===== src/rtl/mem_tap.sv =====
module mem_tap #(
  parameter int          BSR_LEN = 16,
  parameter logic [31:0] ID_WORD = 32'h1A5C_3E45
) (
  input  logic               tck,
  input  logic               trst_n,
  input  logic               tms,
  input  logic               tdi,
  input  logic [BSR_LEN-1:0] pin_sample,
  output logic               tdo,
  output logic               tdo_oe,
  output logic               force_hiz
);

  typedef enum logic [3:0] {
    TLR  = 4'h0, RTI  = 4'h1, SDR  = 4'h2, CDR  = 4'h3,
    SHDR = 4'h4, E1D  = 4'h5, PDR  = 4'h6, E2D  = 4'h7,
    UDR  = 4'h8, SIR  = 4'h9, CIR  = 4'hA, SHIR = 4'hB,
    E1I  = 4'hC, PIR  = 4'hD, E2I  = 4'hE, UIR  = 4'hF
  } tap_st_t;

  localparam logic [2:0] OP_EXTEST = 3'b000;
  localparam logic [2:0] OP_IDCODE = 3'b001;
  localparam logic [2:0] OP_SAMPZ  = 3'b010;
  localparam logic [2:0] OP_SAMPLE = 3'b100;

  tap_st_t            state, state_nx;
  logic [2:0]         ir_sh, ir;
  logic [31:0]        id_sh;
  logic [BSR_LEN-1:0] bsr_sh;
  logic               byp;
  logic               sel_id, sel_bsr, shifting, tdo_src;

  always_comb begin
    unique case (state)
      TLR:  state_nx = tms ? TLR  : RTI;
      RTI:  state_nx = tms ? SDR  : RTI;
      SDR:  state_nx = tms ? SIR  : CDR;
      CDR:  state_nx = tms ? E1D  : SHDR;
      SHDR: state_nx = tms ? E1D  : SHDR;
      E1D:  state_nx = tms ? UDR  : PDR;
      PDR:  state_nx = tms ? E2D  : PDR;
      E2D:  state_nx = tms ? UDR  : SHDR;
      UDR:  state_nx = tms ? SDR  : RTI;
      SIR:  state_nx = tms ? TLR  : CIR;
      CIR:  state_nx = tms ? E1I  : SHIR;
      SHIR: state_nx = tms ? E1I  : SHIR;
      E1I:  state_nx = tms ? UIR  : PIR;
      PIR:  state_nx = tms ? E2I  : PIR;
      E2I:  state_nx = tms ? UIR  : SHIR;
      UIR:  state_nx = tms ? SDR  : RTI;
      default: state_nx = TLR;
    endcase
  end

  always_ff @(posedge tck or negedge trst_n)
    if (!trst_n) state <= TLR;
    else         state <= state_nx;

  assign sel_id    = (ir == OP_IDCODE);
  assign sel_bsr   = (ir == OP_EXTEST) || (ir == OP_SAMPZ) || (ir == OP_SAMPLE);
  assign force_hiz = (ir == OP_EXTEST) || (ir == OP_SAMPZ);
  assign shifting  = (state == SHIR) || (state == SHDR);

  always_ff @(posedge tck or negedge trst_n) begin
    if (!trst_n) begin
      ir_sh <= 3'b001;
      ir    <= OP_IDCODE;
    end else begin
      if (state == CIR)       ir_sh <= 3'b001;
      else if (state == SHIR) ir_sh <= {tdi, ir_sh[2:1]};
      if (state == TLR)       ir <= OP_IDCODE;
      else if (state == UIR)  ir <= ir_sh;
    end
  end

  always_ff @(posedge tck or negedge trst_n) begin
    if (!trst_n) begin
      id_sh  <= '0;
      bsr_sh <= '0;
      byp    <= 1'b0;
    end else if (state == CDR) begin
      if (sel_id)       id_sh  <= ID_WORD;
      else if (sel_bsr) bsr_sh <= pin_sample;
      else              byp    <= 1'b0;
    end else if (state == SHDR) begin
      if (sel_id)       id_sh  <= {tdi, id_sh[31:1]};
      else if (sel_bsr) bsr_sh <= {tdi, bsr_sh[BSR_LEN-1:1]};
      else              byp    <= tdi;
    end
  end

  assign tdo_src = (state == SHIR) ? ir_sh[0] :
                   sel_id          ? id_sh[0] :
                   sel_bsr         ? bsr_sh[0] : byp;

  always_ff @(negedge tck or negedge trst_n) begin
    if (!trst_n) begin
      tdo    <= 1'b0;
      tdo_oe <= 1'b0;
    end else begin
      tdo_oe <= shifting;
      tdo    <= shifting ? tdo_src : 1'b0;
    end
  end

endmodule


===== config.mk =====
export PLATFORM = sky130hd
export DESIGN_NAME = mem_tap
export DESIGN_NICKNAME = d
export VERILOG_FILES = /design/src/rtl/mem_tap.sv
export SDC_FILE = /design/constraint.sdc
export NUM_CORES = 1
export LEC_CHECK = 0
export ABC_AREA = 0
export ABC_CLOCK_PERIOD_IN_PS = 1500
export BUFFER_PORTS_ARGS = -buffer_cell sky130_fd_sc_hd__buf_2
export CAP_MARGIN = 20
export CORE_MARGIN = 3
export CORE_UTILIZATION = 49
export CTS_CLUSTER_DIAMETER = 50
export DETAILED_ROUTE_END_ITERATION = 6
export GPL_TIMING_DRIVEN = 0
export PLACE_DENSITY = 0.82
export REMOVE_ABC_BUFFERS = 1
export SETUP_SLACK_MARGIN = 0.05
export SYNTH_ARGS = -nofsm -noshare
export SYNTH_HDL_FRONTEND = slang
export SYNTH_SLANG_ARGS = --single-unit

===== constraint.sdc =====
create_clock -name tck -period 1.5 [get_ports tck]
set_input_delay 0 -clock tck [delete_from_list [all_inputs] [get_ports tck]]
set_output_delay 0 -clock tck [all_outputs]
set_load 0.05 [all_outputs]

Word-level counts from Yosys, hierarchy flattened
Cells that the tools add are included.
Widths: inputs -> output; s select.
Word-level totals
  bits of input ports: 20
  logic and storage cells: 85
  register bits after elaboration: 61
Cells by class
  reduce and logical (&&, ||, !) cells: 14
  mux-type cells: 37
  equal/unequal tests: 26
Operator list (count)
  $mux 32: 4
  $mux 16: 6
  $pmux 4 s12: 1
  $eq 4x4->1 const B: 8
  $mux 3: 6
  $eq 4x3->1 const B: 4
  $mux 4: 4
  $ne 2x2->1 const B: 8
  $mux 1: 13
  $reduce_and 5->1: 2
  $eq 4x2->1 const B: 2
  $mux 2: 3
  $reduce_bool 2->1: 3
  $eq 4x1->1 const B: 1
  $logic_not 4->1: 1
  $reduce_or 2->1: 2
  $eq 3x1->1 const B: 1
  $eq 3x2->1 const B: 1
  $eq 3x3->1 const B: 1
  $logic_not 3->1: 1
  $logic_or 1x1->1: 3
  $reduce_and 3->1: 1
  $reduce_or 3->1: 1

Depth between registers and ports, before layout
  depth after elaboration: 7
  mapped depth: 7

==> impl_metrics.csv <==
group,metric,value,unit
synthesis,seq_area_frac_synth,0.542,
synthesis,ys_types,40,
place,placed_cell_area,2980,µm²
sta,rsz0062_at_grt,"yes",
drt,first_pass_iters,4,
floorplanning,die_w,81.9,µm
place,gp_congestion,0.791,
sta,tightest_slew,0.647,ns
clock_tree,cts_tree,"built",
layout,diodes,0,
clock_tree,path_clk_slew,0.08,ns
layout,final_util,0.697,
power,p_per_area,2110,nW/µm²
flow_run,maxCapViolCount,0,
setup_path,endpoint_kind,"flip-flop",
global_routing,grt_max_degree,42,
floorplanning,start_util,0.509,
place,portBuffers,22,
synthesis,yosysTopAreaCell,"dfrtp_1",
sta,relSlewSlack,0.569,
sta,setup_violations,56,
synthesis,syn-cell-area,2820,µm²
drt,route.antenna.remaining_nets,0,
power,ir_worst_vdd,1.17,mV
place,place_ws,-1.13,ns
floorplanning,rows,27,
global_routing,grt_pass1_vias,2304,
global_routing,antenna_found_initial,0,
global_routing,grt_util_all_layers,0.208,
clock_tree,cts_buffers,9,
sta,hold_viol_final,0,
drt,vias,2440,
clock_tree,htree_num_levels,3,
setup_path,path_class,"flip-flop to flip-flop",
layout,drive_above_1_share,0.284,
floorplanning,chipHeight,81.9,µm
power,leakagePower,1.72,nW
outcome,status,"finished with violations",
outcome,violations,"setup timing",
synthesis,yosys_warnings,0,
floorplanning,fp.coreArea,5540,µm²
layout,final_area,3860,µm²
clock_tree,clock_path_buffers,2,
worst_hold_path,hold_class,"input port to flip-flop",
setup_path,path_max_fanout,5,
drt,totalWireLength,7190,µm
setup_path,required,0.92,ns
clock_tree,clk_latency,0.35,ns
clock_tree,cts_root_buf,"clkbuf_8",
clock_tree,clock-sinks,61,
global_routing,grt_pass1_wl,10500,µm
layout,fin_nets,388,
synthesis,syn_area_per_cell,9.31,µm²
drt,drc_errors,0,
place,place_hpwl,3410,µm
power,power.total,8.15,mW
synthesis,syn_inst,303,
global_routing,overflow,0,
sta,finalWorstSetupSlack,-0.508,ns
sta,final-max-slew-violation-count,0,
sta,fin_skew,0.0175,ns
setup_path,critPathArrivalTime,1.43,ns
synthesis,synth_top_area_share,0.506,
drt,routedWlPerCell,16.2,µm
floorplanning,ios,23,
synthesis,ys_ff_latch,61,
layout,area_growth,36.8,%
setup_path,worstSetupStartpointType,"flip-flop",
drt,first_iter_violations,206,
floorplanning,design.die.area,6700,µm²
drt,via_per_inst,5.48,
synthesis,synth.top_cells.by_area,"dfrtp_1 (51%), nand2_1 (9.6%), o21ai_1 (9.2%)",
## state kept, by name, summed over array words and instances (netlist names)
name / count
bsr_sh: 16
byp: 1
id_sh: 32
ir: 3
ir_sh: 3
state: 4
tdo: 1
tdo_oe: 1
## through the flow
step	cells	TNS (ns)	hold slack, ns
after floorplan	280	-214.36	-0.296
after global placement	374	-322.07	0.259
after detailed placement	378	-52.83	-0.0107
after CTS	433	-10.96	0.0269
after global routing	445	-15.78	0.0349
final	445	-12.84	0.0231
## final cells by class
class                           count  area (µm²)
Fill cell                         365        1680
Sequential cell                    61        1540
Inverter                            4        15.0
Tap cell                           72        90.1
Clock inverter                      7         124
Timing Repair Buffer               74         661
Clock buffer                        9         124
Multi-Input combinational cell    218        1310
## layer usage
metal,track usage,vias to the layer above,share of wire
met2,0.333,79,0.49
met5,0,-,0
met3,0.0548,18,0.051
met1,0.261,1180,0.43
met4,0.101,0,0.029
li1,-,1163,-
## kinds of logic after synthesis
logic type | share of synthesized area
AOI/OAI and AO/OA | 0.157
DFF | 0.542
buffers and inverters | 0.0528
muxes | 0.0612
and+or+nand+nor | 0.188
## repair_timing
action                                  in CTS  in global routing
gates resized for setup                     22                 21
buffers inserted                            20                 10
hold buffers                                18                  0
gates cloned                                 1                  2
hold endpoints to repair                    35                  0
pin swaps                                   19                 16
endpoints found under the setup margin      57                 57
## worst max-delay path, stage by stage, from the launching register on
cell and delay [ns]:
dfstp_2 0.58, nand2b_1 0.13, o31ai_1 0.24, o21ai_1 0.12
## power breakdown
group          internal [mW]  switching (mW)
combinational           1.63            1.85
clock                   1.11           0.717
sequential              2.33           0.515
total                   5.07            3.08
## cells in the final DEF (no fill, tap or decap), drive strengths merged, types with 3 or more instances in the layout
cell type,netlist,final
nand2,72,72
o21ai,57,60
dfrtp,57,57
buf,19,56
nor2,22,22
dlygate4sd3,0,18
mux2i,15,15
a21oi,13,13
clkbuf,4,9
nor3,5,5
inv,4,4
nand2b,4,4
bufinv,0,3
clkinv,0,3
nor2b,3,3
## synth_stat cells, drive strengths merged
master	count
dfrtp	57
dfstp	2
a31o	1
o31a	1
nor3	5
a21o	1
and2	1
o21ai	57
nor3b	1
mux2i	15
a211o	1
a21oi	13
mux2	2
nor2	22
buf	19
and4	1
nand2b	4
o211ai	1
o31ai	1
and3	1
or3	1
inv	4
dfrtn	2
nand3	2
nor4bb	1
nor2b	3
o22ai	2
nand2	72
nor4b	1
a211oi	2
nand4bb	1
nand4	2
clkbuf	4
## worst paths after layout
kind | from | endpoint | slack (ns) | cells after the start
setup / recovery | ir[0] | tdo | -0.51 | 3
hold / removal | tms | state[1] | 0.02 | 3
setup reg to reg | ir[0] | tdo | -0.51 | 3
hold reg to reg | bsr_sh[8] | bsr_sh[8] | 0.49 | 2
max in group asynchronous | trst_n | tdo | 0.34 | 2
min in group asynchronous | trst_n | id_sh[7] | 0.14 | 2
(Power assumes the default switching activity.)
